## config.mk

```make
export PLATFORM = sky130hd
export DESIGN_NAME = rxring_engine
export DESIGN_NICKNAME = d
export VERILOG_FILES = /design/src/rtl/rxr_pkg.sv /design/src/rtl/rxr_ring_ptr.sv /design/src/rtl/rxr_packer.sv /design/src/rtl/rxr_status.sv /design/src/rtl/rxring_engine.sv
export SDC_FILE = /design/constraint.sdc
export NUM_CORES = 1
export LEC_CHECK = 0
export ABC_CLOCK_PERIOD_IN_PS = 3300
export CORE_MARGIN = 5
export CORE_UTILIZATION = 30
export DETAILED_ROUTE_END_ITERATION = 7
export PLACE_DENSITY = 0.49
export SYNTH_ARGS = -nofsm -noshare
export SYNTH_HDL_FRONTEND = slang
export SYNTH_SLANG_ARGS = --single-unit
```

## constraint.sdc

```tcl
create_clock -name clk -period 3.3 [get_ports clk]
set_input_delay 0.66 -clock clk [delete_from_list [all_inputs] [get_ports clk]]
set_output_delay 0.66 -clock clk [all_outputs]
set_load 0.005 [all_outputs]
```

## src/rtl/rxr_pkg.sv

```systemverilog
package rxr_pkg;

  typedef enum logic [3:0] {
    ST_OFF,
    ST_WAIT,
    ST_RD_STAT,
    ST_GET_STAT,
    ST_RD_BUF,
    ST_GET_BUF,
    ST_FILL,
    ST_DISCARD,
    ST_FLUSH,
    ST_PUT_CNT,
    ST_PUT_STAT
  } rxr_state_e;

  // Status word bit positions (decoded by host software)
  localparam int OWN_POS  = 31;
  localparam int ERR_POS  = 30;
  localparam int FRAM_POS = 29;
  localparam int OFLO_POS = 28;
  localparam int CRC_POS  = 27;
  localparam int BUFF_POS = 26;
  localparam int STP_POS  = 25;
  localparam int ENP_POS  = 24;

  localparam int CNT_W = 12;
  localparam int SIZE_W = 16;

  // Word offsets inside a 16-byte descriptor
  localparam logic [3:0] OFS_PTR  = 4'h0;
  localparam logic [3:0] OFS_STAT = 4'h4;
  localparam logic [3:0] OFS_CNT  = 4'h8;

endpackage

```

## src/rtl/rxr_ring_ptr.sv

```systemverilog
module rxr_ring_ptr #(
  parameter int AW   = 16,
  parameter int IDXW = 8
) (
  input  logic          clk,
  input  logic          rst_n,
  input  logic          load,
  input  logic [AW-1:0] base_in,
  input  logic [3:0]    log_len,
  input  logic          advance,
  output logic [AW-1:0] desc_addr
);
  localparam logic [3:0] NMAX = (IDXW > 15) ? 4'd15 : 4'(IDXW);

  logic [AW-1:0]   base_q;
  logic [3:0]      n_q;
  logic [IDXW-1:0] idx_q;
  logic [IDXW-1:0] wrap_mask;
  logic            unused_low;

  assign unused_low = ^base_in[3:0];
  assign wrap_mask  = IDXW'((33'd1 << n_q) - 33'd1);

  always_ff @(posedge clk or negedge rst_n) begin
    if (!rst_n) begin
      base_q <= '0;
      n_q    <= '0;
      idx_q  <= '0;
    end else if (load) begin
      base_q <= {base_in[AW-1:4], 4'b0000};
      n_q    <= (log_len > NMAX) ? NMAX : log_len;
      idx_q  <= '0;
    end else if (advance) begin
      idx_q <= (idx_q + 1'b1) & wrap_mask;
    end
  end

  assign desc_addr = base_q + AW'({idx_q, 4'b0000});

endmodule

```

## src/rtl/rxr_packer.sv

```systemverilog
module rxr_packer #(
  parameter int OFSW = 14
) (
  input  logic            clk,
  input  logic            rst_n,
  input  logic            clr,
  input  logic            push,
  input  logic [7:0]      din,
  input  logic            last,
  output logic            pend,
  output logic [31:0]     word,
  output logic [OFSW-1:0] wofs
);
  logic [31:0]     cur;
  logic [1:0]      pos;
  logic [OFSW-1:0] ofs_cnt;
  logic [31:0]     lane_val;
  logic [31:0]     merged;
  logic            emit;

  assign lane_val = {24'b0, din} << {pos, 3'b000};
  assign merged   = cur | (push ? lane_val : 32'b0);
  assign emit     = (push && (pos == 2'd3 || last)) || (last && !push && pos != 2'd0);

  always_ff @(posedge clk or negedge rst_n) begin
    if (!rst_n) begin
      cur     <= '0;
      pos     <= '0;
      ofs_cnt <= '0;
      pend    <= 1'b0;
      word    <= '0;
      wofs    <= '0;
    end else if (clr) begin
      cur     <= '0;
      pos     <= '0;
      ofs_cnt <= '0;
      pend    <= 1'b0;
    end else begin
      pend <= emit;
      if (emit) begin
        word    <= merged;
        wofs    <= ofs_cnt;
        ofs_cnt <= ofs_cnt + 1'b1;
        cur     <= '0;
        pos     <= '0;
      end else if (push) begin
        cur <= merged;
        pos <= pos + 1'b1;
      end
    end
  end

endmodule

```

## src/rtl/rxr_status.sv

```systemverilog
module rxr_status
  import rxr_pkg::*;
(
  input  logic              fe,
  input  logic              oe,
  input  logic              ce,
  input  logic              be,
  input  logic [SIZE_W-1:0] size_field,
  input  logic [SIZE_W-1:0] stored,
  output logic [31:0]       stat_word,
  output logic [31:0]       cnt_word
);
  logic unused_hi;
  assign unused_hi = ^stored[SIZE_W-1:CNT_W];

  always_comb begin
    stat_word                   = '0;
    stat_word[OWN_POS]          = 1'b0;
    stat_word[FRAM_POS]         = fe;
    stat_word[OFLO_POS]         = oe;
    stat_word[CRC_POS]          = ce;
    stat_word[BUFF_POS]         = be;
    stat_word[ERR_POS]          = fe | oe | ce | be;
    stat_word[STP_POS]          = 1'b1;
    stat_word[ENP_POS]          = 1'b1;
    stat_word[SIZE_W-1:0]       = size_field;
    cnt_word                    = '0;
    cnt_word[CNT_W-1:0]         = stored[CNT_W-1:0];
  end

endmodule

```

## src/rtl/rxring_engine.sv

```systemverilog
module rxring_engine
  import rxr_pkg::*;
#(
  parameter int AW   = 16,
  parameter int IDXW = 8
) (
  input  logic          clk,
  input  logic          rst_n,
  input  logic          start,
  input  logic [AW-1:0] ring_base,
  input  logic [7:0]    ring_len,
  input  logic          s_valid,
  output logic          s_ready,
  input  logic [7:0]    s_data,
  input  logic          s_first,
  input  logic          s_last,
  input  logic          s_frame_err,
  input  logic          s_ovfl_err,
  input  logic          s_crc_err,
  output logic          mem_req,
  output logic          mem_we,
  output logic [AW-1:0] mem_addr,
  output logic [31:0]   mem_wdata,
  input  logic [31:0]   mem_rdata,
  output logic          rx_int,
  output logic          miss_int
);
  localparam int OFSW = AW - 2;

  rxr_state_e st, st_nx;

  logic [SIZE_W-1:0] size_field_q;
  logic [SIZE_W-1:0] size_q;
  logic [SIZE_W-1:0] stored_q;
  logic [AW-1:0]     buf_q;
  logic              fe_q, oe_q, ce_q, be_q;

  logic              accept;
  logic              keep;
  logic              drop_byte;
  logic              fill_end;
  logic              wr_md1;
  logic              wr_md2;

  logic [AW-1:0]     desc_addr;
  logic              pk_pend;
  logic [31:0]       pk_word;
  logic [OFSW-1:0]   pk_ofs;
  logic [31:0]       stat_word;
  logic [31:0]       cnt_word;
  logic              unused_in;

  assign unused_in = ^{mem_rdata, ring_len[3:0]};

  assign accept    = s_valid && s_ready;
  assign keep      = (st == ST_FILL) && accept && (stored_q < size_q);
  assign drop_byte = (st == ST_FILL) && accept && !keep;
  assign fill_end  = (st == ST_FILL) && accept && s_last;
  assign wr_md1    = (st == ST_PUT_STAT);
  assign wr_md2    = (st == ST_PUT_CNT);

  rxr_ring_ptr #(.AW(AW), .IDXW(IDXW)) u_ptr (
    .clk       (clk),
    .rst_n     (rst_n),
    .load      (start),
    .base_in   (ring_base),
    .log_len   (ring_len[7:4]),
    .advance   (wr_md1),
    .desc_addr (desc_addr)
  );

  rxr_packer #(.OFSW(OFSW)) u_pack (
    .clk   (clk),
    .rst_n (rst_n),
    .clr   (st == ST_GET_BUF),
    .push  (keep),
    .din   (s_data),
    .last  (fill_end),
    .pend  (pk_pend),
    .word  (pk_word),
    .wofs  (pk_ofs)
  );

  rxr_status u_stat (
    .fe         (fe_q),
    .oe         (oe_q),
    .ce         (ce_q),
    .be         (be_q),
    .size_field (size_field_q),
    .stored     (stored_q),
    .stat_word  (stat_word),
    .cnt_word   (cnt_word)
  );

  // Stream handshake
  always_comb begin
    case (st)
      ST_WAIT:             s_ready = s_valid && !s_first;
      ST_FILL, ST_DISCARD: s_ready = 1'b1;
      default:             s_ready = 1'b0;
    endcase
  end

  // Sequencing
  always_comb begin
    st_nx = st;
    case (st)
      ST_OFF:      st_nx = ST_OFF;
      ST_WAIT:     if (s_valid && s_first) st_nx = ST_RD_STAT;
      ST_RD_STAT:  st_nx = ST_GET_STAT;
      ST_GET_STAT: st_nx = mem_rdata[OWN_POS] ? ST_RD_BUF : ST_DISCARD;
      ST_RD_BUF:   st_nx = ST_GET_BUF;
      ST_GET_BUF:  st_nx = ST_FILL;
      ST_FILL:     if (accept && s_last) st_nx = ST_FLUSH;
      ST_DISCARD:  if (accept && s_last) st_nx = ST_WAIT;
      ST_FLUSH:    st_nx = ST_PUT_CNT;
      ST_PUT_CNT:  st_nx = ST_PUT_STAT;
      ST_PUT_STAT: st_nx = ST_WAIT;
      default:     st_nx = ST_OFF;
    endcase
    if (start) st_nx = ST_WAIT;
  end

  // Memory port
  always_comb begin
    mem_req   = 1'b0;
    mem_we    = 1'b0;
    mem_addr  = desc_addr;
    mem_wdata = '0;
    case (st)
      ST_RD_STAT: begin
        mem_req  = 1'b1;
        mem_addr = desc_addr + AW'(OFS_STAT);
      end
      ST_RD_BUF: begin
        mem_req  = 1'b1;
        mem_addr = desc_addr + AW'(OFS_PTR);
      end
      ST_FILL, ST_FLUSH: begin
        mem_req   = pk_pend;
        mem_we    = pk_pend;
        mem_addr  = buf_q + AW'({pk_ofs, 2'b00});
        mem_wdata = pk_word;
      end
      ST_PUT_CNT: begin
        mem_req   = 1'b1;
        mem_we    = 1'b1;
        mem_addr  = desc_addr + AW'(OFS_CNT);
        mem_wdata = cnt_word;
      end
      ST_PUT_STAT: begin
        mem_req   = 1'b1;
        mem_we    = 1'b1;
        mem_addr  = desc_addr + AW'(OFS_STAT);
        mem_wdata = stat_word;
      end
      default: ;
    endcase
  end

  always_ff @(posedge clk or negedge rst_n) begin
    if (!rst_n) begin
      st           <= ST_OFF;
      size_field_q <= '0;
      size_q       <= '0;
      stored_q     <= '0;
      buf_q        <= '0;
      fe_q         <= 1'b0;
      oe_q         <= 1'b0;
      ce_q         <= 1'b0;
      be_q         <= 1'b0;
      rx_int       <= 1'b0;
      miss_int     <= 1'b0;
    end else begin
      st       <= st_nx;
      rx_int   <= wr_md1;
      miss_int <= (st == ST_DISCARD) && accept && s_last;
      if (st == ST_GET_STAT) begin
        size_field_q <= mem_rdata[SIZE_W-1:0];
        size_q       <= SIZE_W'(0) - mem_rdata[SIZE_W-1:0];
      end
      if (st == ST_GET_BUF) begin
        buf_q    <= {mem_rdata[AW-1:2], 2'b00};
        stored_q <= '0;
        fe_q     <= 1'b0;
        oe_q     <= 1'b0;
        ce_q     <= 1'b0;
        be_q     <= 1'b0;
      end
      if (st == ST_FILL && accept) begin
        fe_q <= fe_q | s_frame_err;
        oe_q <= oe_q | s_ovfl_err;
        ce_q <= ce_q | s_crc_err;
        be_q <= be_q | drop_byte;
      end
      if (keep) stored_q <= stored_q + 1'b1;
    end
  end

endmodule

```

==> flow_summary.toml <==
[status]
status = "finished with violations"
violations = "setup timing"

[worst_setup_path]
endpoint_kind = "output port"
crit_type = "flop to output port"
start_kind = "flop"
crit_path_max_fanout = 3
crit_required_ns = 2.64
r2r_cells = 9
cp.arrival_ns = 2.82

[global_route]
grt_util_all_layers = 0.159
antenna_found_initial = 0
grt_max_degree = 67
grt_pass1_wl_microns = 48200
grt_pass1_vias = 8409
overflow = 0

[route]
vias = 8504
postRouteAntennaNets = 0
drt_pre_antenna_iters = 7
drt_iter0_drc = 595
post-route-drc-count = 0
wire_per_inst_microns = 17.8
via_per_inst = 4.98
wl_microns = 30300

[pwr]
ir_worst_vdd_mv = 0.404
leakage_nw = 5.87
total_power_mw = 7.40
p_per_area_nw_per_um2 = 578

[placement]
dp_hpwl_microns = 21500
gp_congestion = 0.797
postPlaceCellArea_sq_um = 12000
preCtsSetupSlack_ns = -0.347
dp_cells = 1664
portBuffers = 100

[clock_network]
clockBufferDepth = 2
cts_made_buffers = 17
cts_tree = "done"
cts.htree.levels = 4
cts-root-buf = "clkbuf_16"
cts.clk_slew.worst_paths_ns = 0.08
cts.sinks = 190
clk_latency_ns = 0.46

[sta]
min_period_over_period = 1.06
finalClockSkew_ns = 0.0189
fin_hold_ws_ns = 0.224
tightest_slew_ns = 0.991
setup_violations = 3
finalWorstSetupSlack_ns = -0.185
rsz0062_at_grt = "yes"
hold_viol = 0
drv_slew = 0
max_slew_margin = 0.334
tns_ns = -0.382
period_needed_ns = 3.48
max_freq_mhz = 287

[layout]
nets = 1365
finalInstanceArea_sq_um = 12800
drive_gt1_frac = 0.143
utilization = 0.381
antennaDiodeCount = 0
multi_input_area_sq_um = 5150
regArea_sq_um = 4760
final_cells = 1708
nFillCells = 3384
area_growth_pct = 25.1

[synth]
synth_top_flop_cell = "dfrtp_1"
synth.area.mux_share = 0.0575
synthTopCellsByArea = "dfrtp_1, nand2_1, ha_1, a21oi_1, mux2_2"
yosysWarnings = 0
syn_area_sq_um = 10200
synth_cell_types = 64
seq_area_frac_synth = 0.465
synth_cells = 1127
yosys.area_share.simple = 0.179
ys_seq_elements = 190
synth_compound_area_frac = 0.166
synth_top_family_by_area = "simple AND/OR/NAND/NOR gates"
synth-adder-area-share = 0.0565
synth_edf_count = 0
synth_xor_area_frac = 0.0308
synthTopCellsByCount = "nand2_1, dfrtp_1, a21oi_1"
synth-async-reset-ratio = 1.00
avgSynthCellArea_sq_um = 9.07
yosysMostFrequentCell = "nand2_1"
synth_top_area_cell = "dfrtp_1"
synth_top_area_frac = 0.465

[floorplan]
die-area_sq_um = 37900
num_rows = 67
core_sq_um = 33600
io_pins = 126
die_width_microns = 195
die_h_microns = 195
start_util = 0.304

[min_path]
hold_path_class = "primary input to asynchronous set/reset pin"

[job]
drv_cap = 0
[layout by cell type, fill, tap and decap left out, types with 6 or more instances in the layout]
master           count
a21o_1              11
a21oi_1             98
a21oi_2              8
a222oi_1            12
a22o_1              10
a31oi_1             14
and2_1              10
and3_1              14
buf_12               7
buf_4               54
clkbuf_16           18
clkdlybuf4s50_1     88
dfrtp_1            188
ha_1                41
inv_1               50
mux2_2              37
mux2i_1             16
nand2_1            193
nand3_1             25
nand4_1             12
nor2_1              85
nor3_1              23
o21ai_0             77
o21ai_1              7
o21bai_1             6
or3_1                7
xnor2_1             17
xor2_1              19
[report_power, final]
group          internal (mW)  total, mW  switching (mW)
Sequential              2.74       3.11           0.367
Clock                   1.04       2.12            1.08
Combinational          0.921       2.17            1.25
[worst max-delay path, stage by stage, from the launching register on]
cell      delay, ns
dfrtp_1        0.39
ha_2           0.21
fa_2           0.36
a21o_1         0.16
a21o_1         0.18
a211oi_2       0.19
buf_4          0.17
o21bai_4       0.07
a221oi_2       0.26
mux2i_1        0.21
nor3_1         0.06
buf_2          0.13
[worst paths after layout]
path | start | to | slack, ns
max | u_pack.wofs[0] | mem_addr[14] | -0.18
min | rst_n | size_q[1] | 0.22
max reg2reg | stored_q[13] | u_pack.cur[23] | 0.21
min reg2reg | u_pack.wofs[7] | u_pack.wofs[7] | 0.48
max in group asynchronous | rst_n | u_pack.ofs_cnt[12] | 2.35
min in group clk | u_pack.wofs[7] | u_pack.wofs[7] | 0.48
[cell families (layout without fill, tap and decap cells)]
family / count (synthesis) / after routing
AOI/OAI and AO/OA: 282 / 282
muxes: 54 / 54
other: 1 / 2
buffers and inverters: 113 / 245
xor gates and xnor gates: 36 / 36
adders and majority gates: 45 / 45
DFF: 190 / 190
and+or+nand+nor: 406 / 406
[per-layer routing]
metal  up-vias  global-route usage  routed length [microns]
met3        21              0.0329                     1390
met1      4090               0.230                    14900
met4         0              0.0359                      326
li1       4186                   -                        -
met2       207               0.247                    13700
met5         -                   0                        0
[cell type report]
class                           instances  share of cell area
Inverter                               51              0.0150
Clock buffer                           18              0.0343
Clock inverter                         14              0.0123
Sequential cell                       190               0.372
Multi-Input combinational cell        825               0.402
Tap cell                              448              0.0438
Timing Repair Buffer                  162               0.120
[registers in the layout, summed over array words and instances, names as in the netlist, 2 cells and up]
| register | count |
|---|---|
| u_pack.cur | 32 |
| u_pack.wofs | 14 |
| size_field_q | 16 |
| size_q | 15 |
| st | 4 |
| u_ptr.base_q | 12 |
| u_ptr.idx_q | 8 |
| u_pack.pos | 2 |
| buf_q | 14 |
| u_pack.ofs_cnt | 14 |
| stored_q | 16 |
| u_pack.word | 32 |
| u_ptr.n_q | 4 |
[timing repair]
item	4_1_cts	5_1_grt
buffers inserted	6	5
resized for setup	46	10
gates cloned	0	1
endpoints found under the setup margin	13	35
hold buffers	0	0
pin swaps	23	11
Note: power is estimated with default switching activity, not from simulation.
